===== src/rtl/ioredir_pkg.sv =====
package ioredir_pkg;

    // indirect indices with fixed meaning
    localparam logic [7:0] IX_ID    = 8'h00;
    localparam logic [7:0] IX_VER   = 8'h01;
    localparam logic [7:0] IX_ARB   = 8'h02;
    localparam logic [7:0] IX_TBL0  = 8'h10;

    // redirection entry field positions
    localparam int F_VEC_LSB  = 0;
    localparam int F_DLV_LSB  = 8;
    localparam int F_DMODE    = 11;
    localparam int F_POL      = 13;
    localparam int F_RIRR     = 14;
    localparam int F_TRIG     = 15;
    localparam int F_MASK     = 16;
    localparam int F_DEST_LSB = 56;

    localparam logic [63:0] ENT_RESET = 64'h0000_0000_0001_0000;

    typedef enum logic [2:0] {
        ACC_NONE,
        ACC_SEL_RD,
        ACC_SEL_WR,
        ACC_WIN_RD,
        ACC_WIN_WR,
        ACC_ZERO_RD
    } acc_kind_e;

    typedef enum logic [2:0] {
        TGT_ID,
        TGT_VER,
        TGT_ARB,
        TGT_ENTRY,
        TGT_NONE
    } tgt_kind_e;

endpackage


===== src/rtl/ioredir_decode.sv =====
module ioredir_decode
    import ioredir_pkg::*;
#(
    parameter int          ADDR_W  = 32,
    parameter logic [31:0] BASE    = 32'hFEC0_0000,
    parameter logic [31:0] WIN_LEN = 32'h0000_0100,
    parameter logic [7:0]  SEL_OFS = 8'h00,
    parameter logic [7:0]  WIN_OFS = 8'h10
) (
    input  logic              valid,
    input  logic              write,
    input  logic [ADDR_W-1:0] addr,
    input  logic [1:0]        size,
    input  logic [31:0]       wdata,
    output acc_kind_e         acc,
    output logic [31:0]       wdata_ext,
    output logic [31:0]       size_mask
);

    localparam logic [ADDR_W-1:0] BASE_A = ADDR_W'(BASE);
    localparam logic [ADDR_W-1:0] LEN_A  = ADDR_W'(WIN_LEN);

    logic       in_win;
    logic [7:0] ofs;

    assign in_win = (addr >= BASE_A) && ((addr - BASE_A) < LEN_A);
    assign ofs    = addr[7:0];

    always_comb begin
        unique case (size)
            2'd0:    size_mask = 32'h0000_00FF;
            2'd1:    size_mask = 32'h0000_FFFF;
            default: size_mask = 32'hFFFF_FFFF;
        endcase
    end

    assign wdata_ext = wdata & size_mask;

    always_comb begin
        acc = ACC_NONE;
        if (valid && in_win) begin
            if (ofs == SEL_OFS)
                acc = write ? ACC_SEL_WR : ACC_SEL_RD;
            else if (ofs == WIN_OFS)
                acc = write ? ACC_WIN_WR : ACC_WIN_RD;
            else if (!write)
                acc = ACC_ZERO_RD;
        end
    end

endmodule


===== src/rtl/ioredir_target.sv =====
module ioredir_target
    import ioredir_pkg::*;
#(
    parameter int PINS  = 24,
    parameter int IDX_W = 5
) (
    input  logic [7:0]       sel,
    output tgt_kind_e        tgt,
    output logic [IDX_W-1:0] idx,
    output logic             hi
);

    logic [7:0] raw;

    assign raw = (sel - IX_TBL0) >> 1;
    assign hi  = sel[0];

    always_comb begin
        tgt = TGT_NONE;
        idx = '0;
        if (sel == IX_ID)
            tgt = TGT_ID;
        else if (sel == IX_VER)
            tgt = TGT_VER;
        else if (sel == IX_ARB)
            tgt = TGT_ARB;
        else if ((sel >= IX_TBL0) && (raw < 8'(PINS))) begin
            tgt = TGT_ENTRY;
            idx = raw[IDX_W-1:0];
        end
    end

endmodule


===== src/rtl/ioredir_table.sv =====
module ioredir_table
    import ioredir_pkg::*;
#(
    parameter int PINS  = 24,
    parameter int IDX_W = 5
) (
    input  logic              clk,
    input  logic              rst_n,
    input  logic              wr_en,
    input  logic [IDX_W-1:0]  wr_idx,
    input  logic              wr_hi,
    input  logic [31:0]       wr_data,
    input  logic              rirr_vld,
    input  logic [IDX_W-1:0]  rirr_idx,
    input  logic              rirr_val,
    input  logic [IDX_W-1:0]  rd_idx,
    input  logic              rd_hi,
    output logic [31:0]       rd_data,
    output logic [PINS*8-1:0] f_vector,
    output logic [PINS*3-1:0] f_dlv_mode,
    output logic [PINS-1:0]   f_dest_mode,
    output logic [PINS-1:0]   f_polarity,
    output logic [PINS-1:0]   f_rirr,
    output logic [PINS-1:0]   f_trigger,
    output logic [PINS-1:0]   f_mask,
    output logic [PINS*8-1:0] f_dest
);

    logic [PINS*64-1:0] ent_flat;

    for (genvar i = 0; i < PINS; i++) begin : g_ent
        logic [63:0] q;
        logic        hit_wr;
        logic        hit_rirr;

        assign hit_wr   = wr_en && (wr_idx == IDX_W'(i));
        assign hit_rirr = rirr_vld && (rirr_idx == IDX_W'(i));

        always_ff @(posedge clk) begin
            if (!rst_n) begin
                q <= ENT_RESET;
            end else begin
                if (hit_rirr)
                    q[F_RIRR] <= rirr_val;
                if (hit_wr) begin
                    if (wr_hi) begin
                        q[63:32] <= wr_data;
                    end else begin
                        q[31:0]   <= wr_data;
                        q[F_RIRR] <= 1'b0;
                    end
                end
            end
        end

        assign ent_flat[i*64 +: 64]   = q;
        assign f_vector[i*8 +: 8]     = q[F_VEC_LSB +: 8];
        assign f_dlv_mode[i*3 +: 3]   = q[F_DLV_LSB +: 3];
        assign f_dest_mode[i]         = q[F_DMODE];
        assign f_polarity[i]          = q[F_POL];
        assign f_rirr[i]              = q[F_RIRR];
        assign f_trigger[i]           = q[F_TRIG];
        assign f_mask[i]              = q[F_MASK];
        assign f_dest[i*8 +: 8]       = q[F_DEST_LSB +: 8];
    end

    always_comb begin
        rd_data = '0;
        for (int i = 0; i < PINS; i++) begin
            if (rd_idx == IDX_W'(i))
                rd_data = rd_hi ? ent_flat[i*64+32 +: 32] : ent_flat[i*64 +: 32];
        end
    end

endmodule


===== src/rtl/ioredir_regfile.sv =====
module ioredir_regfile
    import ioredir_pkg::*;
#(
    parameter int          ADDR_W   = 32,
    parameter logic [31:0] BASE     = 32'hFEC0_0000,
    parameter logic [31:0] WIN_LEN  = 32'h0000_0100,
    parameter logic [7:0]  SEL_OFS  = 8'h00,
    parameter logic [7:0]  WIN_OFS  = 8'h10,
    parameter int          PINS     = 24,
    parameter logic [7:0]  VER_CODE = 8'h11,
    parameter int          IDX_W    = $clog2(PINS)
) (
    input  logic              clk,
    input  logic              rst_n,
    input  logic              bus_valid,
    input  logic              bus_write,
    input  logic [ADDR_W-1:0] bus_addr,
    input  logic [1:0]        bus_size,
    input  logic [31:0]       bus_wdata,
    output logic [31:0]       bus_rdata,
    input  logic              irr_upd_vld,
    input  logic [IDX_W-1:0]  irr_upd_idx,
    input  logic              irr_upd_val,
    output logic [PINS*8-1:0] ent_vector,
    output logic [PINS*3-1:0] ent_dlv_mode,
    output logic [PINS-1:0]   ent_dest_mode,
    output logic [PINS-1:0]   ent_polarity,
    output logic [PINS-1:0]   ent_rirr,
    output logic [PINS-1:0]   ent_trigger,
    output logic [PINS-1:0]   ent_mask,
    output logic [PINS*8-1:0] ent_dest,
    output logic              ent_wr_pulse,
    output logic [IDX_W-1:0]  ent_wr_idx
);

    localparam logic [31:0] VER_WORD = {8'h00, 8'(PINS - 1), 8'h00, VER_CODE};

    acc_kind_e        acc;
    tgt_kind_e        tgt;
    logic [31:0]      wdata_ext;
    logic [31:0]      size_mask;
    logic [IDX_W-1:0] tgt_idx;
    logic             tgt_hi;
    logic [31:0]      tbl_rd;
    logic [31:0]      rd_word;
    logic             ent_we;

    logic [7:0]       sel_q;
    logic [3:0]       id_q;
    logic [31:0]      rdata_q;
    logic             pulse_q;
    logic [IDX_W-1:0] pulse_idx_q;

    ioredir_decode #(
        .ADDR_W  (ADDR_W),
        .BASE    (BASE),
        .WIN_LEN (WIN_LEN),
        .SEL_OFS (SEL_OFS),
        .WIN_OFS (WIN_OFS)
    ) u_decode (
        .valid     (bus_valid),
        .write     (bus_write),
        .addr      (bus_addr),
        .size      (bus_size),
        .wdata     (bus_wdata),
        .acc       (acc),
        .wdata_ext (wdata_ext),
        .size_mask (size_mask)
    );

    ioredir_target #(
        .PINS  (PINS),
        .IDX_W (IDX_W)
    ) u_target (
        .sel (sel_q),
        .tgt (tgt),
        .idx (tgt_idx),
        .hi  (tgt_hi)
    );

    assign ent_we = (acc == ACC_WIN_WR) && (tgt == TGT_ENTRY);

    ioredir_table #(
        .PINS  (PINS),
        .IDX_W (IDX_W)
    ) u_table (
        .clk         (clk),
        .rst_n       (rst_n),
        .wr_en       (ent_we),
        .wr_idx      (tgt_idx),
        .wr_hi       (tgt_hi),
        .wr_data     (wdata_ext),
        .rirr_vld    (irr_upd_vld),
        .rirr_idx    (irr_upd_idx),
        .rirr_val    (irr_upd_val),
        .rd_idx      (tgt_idx),
        .rd_hi       (tgt_hi),
        .rd_data     (tbl_rd),
        .f_vector    (ent_vector),
        .f_dlv_mode  (ent_dlv_mode),
        .f_dest_mode (ent_dest_mode),
        .f_polarity  (ent_polarity),
        .f_rirr      (ent_rirr),
        .f_trigger   (ent_trigger),
        .f_mask      (ent_mask),
        .f_dest      (ent_dest)
    );

    // read word selection
    always_comb begin
        rd_word = '0;
        unique case (acc)
            ACC_SEL_RD: rd_word = {24'h0, sel_q};
            ACC_WIN_RD: begin
                unique case (tgt)
                    TGT_ID, TGT_ARB: rd_word = {4'h0, id_q, 24'h0};
                    TGT_VER:         rd_word = VER_WORD;
                    TGT_ENTRY:       rd_word = tbl_rd;
                    default:         rd_word = 32'hFFFF_FFFF;
                endcase
            end
            default: rd_word = '0;
        endcase
    end

    // register state
    always_ff @(posedge clk) begin
        if (!rst_n) begin
            sel_q       <= '0;
            id_q        <= '0;
            rdata_q     <= '0;
            pulse_q     <= 1'b0;
            pulse_idx_q <= '0;
        end else begin
            pulse_q <= ent_we;
            if (ent_we)
                pulse_idx_q <= tgt_idx;
            unique case (acc)
                ACC_SEL_WR: sel_q <= wdata_ext[7:0];
                ACC_WIN_WR: begin
                    if (tgt == TGT_ID)
                        id_q <= wdata_ext[27:24];
                end
                ACC_SEL_RD, ACC_WIN_RD, ACC_ZERO_RD:
                    rdata_q <= rd_word & size_mask;
                default: ;
            endcase
        end
    end

    assign bus_rdata    = rdata_q;
    assign ent_wr_pulse = pulse_q;
    assign ent_wr_idx   = pulse_idx_q;

endmodule


===== config.mk =====
export PLATFORM = sky130hd
export DESIGN_NAME = ioredir_regfile
export DESIGN_NICKNAME = d
export VERILOG_FILES = /design/src/rtl/ioredir_pkg.sv /design/src/rtl/ioredir_decode.sv /design/src/rtl/ioredir_target.sv /design/src/rtl/ioredir_table.sv /design/src/rtl/ioredir_regfile.sv
export SDC_FILE = /design/constraint.sdc
export NUM_CORES = 2
export LEC_CHECK = 0
export CAP_MARGIN = 20
export CORE_MARGIN = 2
export CORE_UTILIZATION = 25
export CTS_CLUSTER_SIZE = 25
export DETAILED_ROUTE_END_ITERATION = 10
export MAX_ROUTING_LAYER = met4
export PLACE_DENSITY_LB_ADDON = 0.12
export SLEW_MARGIN = 20
export SYNTH_ARGS = -nofsm -noshare
export SYNTH_HDL_FRONTEND = slang
export SYNTH_SLANG_ARGS = --single-unit

===== constraint.sdc =====
create_clock -name clk -period 8.5 [get_ports clk]
set_input_delay 1.7 -clock clk [delete_from_list [all_inputs] [get_ports clk]]
set_output_delay 1.7 -clock clk [all_outputs]
set_load 0.02 [all_outputs]

Word level (Yosys, flattened, before mapping)
Cells that the tools add are included.
- register bits: 1586
- input port bits: 77
- output and inout port bits: 614
- logic and storage cells: 390
- add/subtract/negate cells: 2
- magnitude comparators: 4
- eq/ne operators: 58
- mux-type cells: 137
- bitwise logic cells: 3
- reduce and logical (&&, ||, !) cells: 109
- operators by type and width (kind ; number):
    $mux 32 ; 48
    $mux 15 ; 48
    $pmux 32 s2 ; 2
    $reduce_and 2->1 ; 49
    $pmux 32 s3 ; 1
    $eq 5x4->1 const B ; 16
    $eq 5x5->1 const B ; 16
    $and 32x32->32 ; 2
    $logic_and 1x1->1 ; 52
    $eq 5x3->1 const B ; 8
    $ge 32x32->1 const B ; 1
    $lt 32x9->1 const B ; 1
    $sub 32x32->32 const B ; 1
    $mux 3 ; 9
    $mux 1 ; 24
    $eq 5x2->1 const B ; 4
    $mux 5 ; 4
    $logic_not 8->1 ; 2
    $eq 3x2->1 const B ; 4
    $eq 5x1->1 const B ; 2
    $logic_not 5->1 ; 2
    $eq 8x1->1 const B ; 1
    $eq 8x2->1 const B ; 1
    $eq 8x5->1 const B ; 1
    12 further kinds ; 14

Longest topological paths before layout
- depth in word-level cells: 35
- depth in mapped cells: 16
- gate-level depth less buffers: 11

Modules after synthesis
Synthesis repeated with hierarchy kept, for this count alone.
- cells, all modules: 9852
- area, all modules: 80239.5 µm²
- by module, submodules not included (module ; times used ; cells each ; area an instance (µm²) ; seq. area each (µm²)):
    ioredir_table ; 1 ; 9490 ; 77098.9 ; 30749.5
    ioredir_regfile ; 1 ; 252 ; 2371.0 ; 1001.0
    ioredir_decode ; 1 ; 88 ; 601.8 ; 0.0
    ioredir_target ; 1 ; 22 ; 167.7 ; 0.0

Worst setup path after synthesis
OpenSTA, ideal clock, no wires.
- path kind: input to register
- from: input bus_addr[2]
- to: register u_table.g_ent[3].q[16]
- setup time: 0.141 ns
- data arrival time: 4.125 ns
- required time: 8.359 ns
- slack: 4.234 ns
- cell stages on the path: 14
- path buffers: 4
- cell sequence: nor4_1 -> and3_1 -> ha_1 -> nor2b_1 -> and3_1 -> clkbuf_1 -> and2_1 -> nand2_1 -> buf_2 -> or2_2 -> clkbuf_1 -> clkbuf_1 -> nand2_1 -> o211ai_1
- longest elaborated chain between the ends: 9
- elaborated cells between the ends (all ways): 14
- those cells by class: add/sub (1); order compare (2); eq/ne (2); mux (3); reduce/logical (6)
- RTL lines (element ; line ; source):
    from (decl) ; ioredir_regfile.sv:17 ; input logic [ADDR_W-1:0] bus_addr,
    $sub 32x32->32 ; ioredir_decode.sv:26 ; assign in_win = (addr >= BASE_A) && ((addr - BASE_A) < LEN_A);
    $lt 32x9->1 ; ioredir_decode.sv:26 ;
    $logic_and 1x1->1 ; ioredir_decode.sv:26 ;
    $logic_and 1x1->1 ; ioredir_decode.sv:41 ; if (valid && in_win) begin
    $mux 3 (*) ; ioredir_decode.sv:41 ;
    $eq 3x3->1 (*) ; ioredir_regfile.sv:81 ; assign ent_we = (acc == ACC_WIN_WR) && (tgt == TGT_ENTRY);
    $logic_and 1x1->1 (*) ; ioredir_regfile.sv:81 ;
    $logic_and 1x1->1 (*) ; ioredir_table.sv:36 ; assign hit_wr = wr_en && (wr_idx == IDX_W'(i));
    $reduce_and 2->1 (no source line) (*) ; n/a ;
    to (signal, indexed assignment) ; ioredir_table.sv:44 ; q[F_RIRR] <= rirr_val;
    to (signal assigned) ; ioredir_table.sv:49 ; q[31:0] <= wr_data;
    to (decl) ; ioredir_table.sv:32 ; logic [63:0] q;
Mark *: on every way between the ends. The rest lies on a longest branch, timed or not.
A chain may end at the register's enable or synchronous reset.

Worst setup path after layout
- from: register sel_q[4]
- to: register rdata_q[2], in the netlist bus_rdata[2]
- longest elaborated chain between the ends: 35
- elaborated cells between the ends (all ways): 71
- those cells by class: add/sub (1); order compare (2); eq/ne (28); mux (34); bitwise (1); reduce/logical (5)
- RTL lines (element ; line ; source):
    from (decl) ; ioredir_regfile.sv:48 ; logic [7:0] sel_q;
    from (signal assigned) ; ioredir_regfile.sv:139 ; ACC_SEL_WR: sel_q <= wdata_ext[7:0];
    $sub 8x5->8 ; ioredir_target.sv:15 ; assign raw = (sel - IX_TBL0) >> 1;
    $lt 7x5->1 ; ioredir_target.sv:27 ; else if ((sel >= IX_TBL0) && (raw < 8'(PINS))) begin
    $logic_and 1x1->1 ; ioredir_target.sv:27 ;
    $mux 5 ; ioredir_target.sv:27 ;
    $mux 5 ; ioredir_target.sv:25 ; else if (sel == IX_ARB)
    $mux 5 ; ioredir_target.sv:23 ; else if (sel == IX_VER)
    $mux 5 ; ioredir_target.sv:21 ; if (sel == IX_ID)
    $logic_not 5->1 ; ioredir_table.sv:70 ; if (rd_idx == IDX_W'(i))
    $mux 32 (24 in a row) ; ioredir_table.sv:70 ;
    $pmux 32 s3 (*) ; ioredir_regfile.sv:115 ; unique case (tgt)
    $pmux 32 s2 (*) ; ioredir_regfile.sv:112 ; unique case (acc)
    $and 32x32->32 (*) ; ioredir_regfile.sv:145 ; rdata_q <= rd_word & size_mask;
    to (signal assigned) ; ioredir_regfile.sv:145 ;
    to (decl) ; ioredir_regfile.sv:50 ; logic [31:0] rdata_q;
Marked as above.

==> impl_results.md <==
* Status: completed
* Routed via count at 73100
* Worst R2R Path Depth at 12
* Cells after synthesis at 9952
* Synth top cells by count: nand2_1, a21oi_1, dfxtp_1
* DIE AREA at 307000 sq um
* Minimum clock period at 6.34 ns
* Reg-to-reg startpoint: sel_q[4]$_SDFFE_PN0N_
* DRC Markers at 0
* Hold Slack at 0.446 ns
* End point of the critical path: bus_rdata[2]$_SDFFE_PN0P_
* Yosys cell types at 85
* Sequential area share after synthesis at 42.0%
* Dpl hpwl at 308 mm
* Cts hold-fix bufs at 0
* MaxCap Viol Count at 0
* First-pass GRT wire length at 597 mm
* Final critical-path share of the clock period at 74.5%
* Syn Nets at 10000
* CP arrival at 7.11 ns
* Startpoint types: flop
* Critical path type: reg -> reg
* Pre-antenna DRT Iters at 6
* Fin cells at 13800
* Overflow after GRT at 0
* Remaining antenna violation count at 0
* Main synth FF type: dfxtp_1
* Die X at 554 um
* Place WS at 2.07 ns
* FP Rows at 202
* Gates resized, CTS repair at 0
* Htree depth at 4
* Ys Warns at 0
* GR Util All Layers at 28.4%
* Total power at 16.8 mW
* Clock slew at reported path FFs at 0.06 ns
* Post-Syn Area at 75700 sq um
* Asr flop ratio synth at 0%
* Post-Layout Inst Area at 88900 sq um
* RD Place Congestion at 0.957
* Hold Fails Final Rpt at 0
* P per Cell Area at 189 nW/um^2
* CP required at 9.27 ns
* Setup TNS at 0 ns
* Fin util at 29.4%
* Core Area at 302000 sq um
* Clock Tree Buf Depth at 4
* DP Area at 82100 sq um
* Initial DRC Count at 8895
* Fin nets at 9720
* Number of global-route vias before repair at 67200
* Area share of the largest cell type after synthesis at 42.0%
* Detail-routed net length per standard cell at 32.2 um
* Worst-Skew Late Latency at 0.94 ns
* Clk_skew at 0.0718 ns
* Initial antenna violation count at 40
* Sink Count at 1586
* Final wirelength at 444 mm
* Unrepaired setup endpoints after global routing: no
* Leak at 26.6 nW
* Worst Tran Pin Value at 1.31 ns
* Layout area overhead at 17.4%
* Chip height at 554 um
* Flops & latches, synth at 1586
* Initial Utilization at 25.1%
* IO Port Bufs at 690
* Max Fclk at 158 MHz
* Leading area contributor after synthesis: dfxtp_1
* Worst setup EP type: flop
* I/O pins at 691
* Layout cells sized above 1 at 8.59%
* Rel. slew slack at 13.0%
* Worst setup margin at 2.16 ns
* Top cells by area, synth: dfxtp_1, nand2_1, a21oi_1
* Worst ir drop on vdd at 162 uV
* RR Endpoint: bus_rdata[2]$_SDFFE_PN0P_
* Final setup violation count at 0
* Largest net degree at the start of global routing at 208
* Syn avg cell area at 7.60 sq um
* Total setup buffers inserted after CTS at 0
* Avg Vias per Cell at 5.30
* Worst Path Max Fanout at 18
* Number of buffers created by CTS at 199
* Final max-slew violation count at 0
* Register-to-register path setup slack at 2.16 ns
* Hold/Removal Path Class: reg -> reg
* Most frequent cell after synthesis: nand2_1
* DP Cell Count at 13400
* CTS tree: built
* CTS Root Cell: clkbuf_16
* EDFF count, synth at 0
* Worst setup startpoint: sel_q[4]$_SDFFE_PN0N_
## cells in the final DEF (no fill, tap or decap), types with 19 or more instances in the layout
| master | count |
|---|---|
| o2111ai_1 | 23 |
| a22oi_1 | 30 |
| dfxtp_1 | 1584 |
| nor2_2 | 48 |
| nand3_1 | 45 |
| clkbuf_8 | 49 |
| a21oi_1 | 1746 |
| o221ai_1 | 50 |
| clkinv_2 | 33 |
| o211ai_1 | 59 |
| nor2_1 | 158 |
| nand2_1 | 3195 |
| a211oi_1 | 36 |
| clkdlybuf4s50_1 | 680 |
| o22ai_1 | 81 |
| buf_4 | 255 |
| clkbuf_16 | 202 |
| nor3_1 | 74 |
| diode_2 | 22 |
| mux2_2 | 111 |
| clkbuf_1 | 46 |
| a221oi_1 | 30 |
| mux2i_1 | 671 |
| o21ai_0 | 198 |
| and2_1 | 19 |
## report_power, final
group          switching, mW  leakage, nW  internal [mW]
Sequential           0.00149         12.8           7.43
Clock                   3.69         3.28           5.16
Combinational          0.465         10.6         0.0728
Total                   4.15         26.6           12.7
## kinds of logic (layout without fill, tap and decap cells)
| group | count (synthesis) | after routing | share of synthesized area (%) |
|---|---|---|---|
| AND/OR/NAND/NOR | 3731 | 3731 | 19.5 |
| flip-flops | 1586 | 1586 | 42.0 |
| AO/OA/AOI/OAI | 2371 | 2371 | 17.3 |
| XOR/XNOR | 1 | 1 | 0.0116 |
| other | 0 | 22 | 0 |
| adder cells (fa/ha/maj) | 3 | 3 | 0.0496 |
| buffers and inverters | 1475 | 1319 | 10.5 |
| multiplexers | 785 | 785 | 10.6 |
## worst min path at each step
stage                                          from  cells past startpoint                                    to
3_5_place_dp   u_table.g_ent[19].q[38]$_SDFFE_PN0P_                      2  u_table.g_ent[19].q[38]$_SDFFE_PN0P_
2_1_floorplan   u_table.g_ent[4].q[33]$_SDFFE_PN0P_                      2   u_table.g_ent[4].q[33]$_SDFFE_PN0P_
3_3_place_gp    u_table.g_ent[4].q[33]$_SDFFE_PN0P_                      2   u_table.g_ent[4].q[33]$_SDFFE_PN0P_
6_report       u_table.g_ent[23].q[17]$_SDFFE_PN0P_                      2  u_table.g_ent[23].q[17]$_SDFFE_PN0P_
5_1_grt         u_table.g_ent[1].q[30]$_SDFFE_PN0P_                      2   u_table.g_ent[1].q[30]$_SDFFE_PN0P_
4_1_cts        u_table.g_ent[21].q[28]$_SDFFE_PN0P_                      2  u_table.g_ent[21].q[28]$_SDFFE_PN0P_
## flip-flops by register name, indices dropped and copies added, names as in the netlist
signal           count
sel_q                8
bus_rdata           32
ent_wr_pulse         1
ent_wr_idx           5
id_q                 4
u_table.g_ent.q   1536
## final cells by class
type | instances | area, sq um
repair buffers | 953 | 9030
multi-input cells | 6891 | 36300
clock inverters | 60 | 757
inverters | 9 | 41.3
well taps | 3978 | 4980
clock buffers | 297 | 5900
flip-flops and latches | 1586 | 31800
fillers | 32000 | 213000
diodes | 22 | 55.1
## critical path: stages (launching register included)
cell	delay, ns
dfxtp_1	0.31
buf_4	0.24
inv_1	0.19
ha_1	0.32
or2_1	0.31
o21a_1	0.48
o22ai_4	0.89
buf_4	0.37
nand3_1	0.33
o22ai_1	0.88
nor4bb_1	1.13
o311a_1	0.60
nor2_1	0.10
## metal layers
layer / vias up / part of all wire (%) / track usage (%)
li1: 32200 / - / -
met1: 36700 / 44 / 37.5
met2: 3532 / 43 / 41.6
met3: 583 / 8.3 / 6.17
met4: 0 / 4.7 / 12.1
met5: - / 0 / -
(Power assumes the default switching activity.)
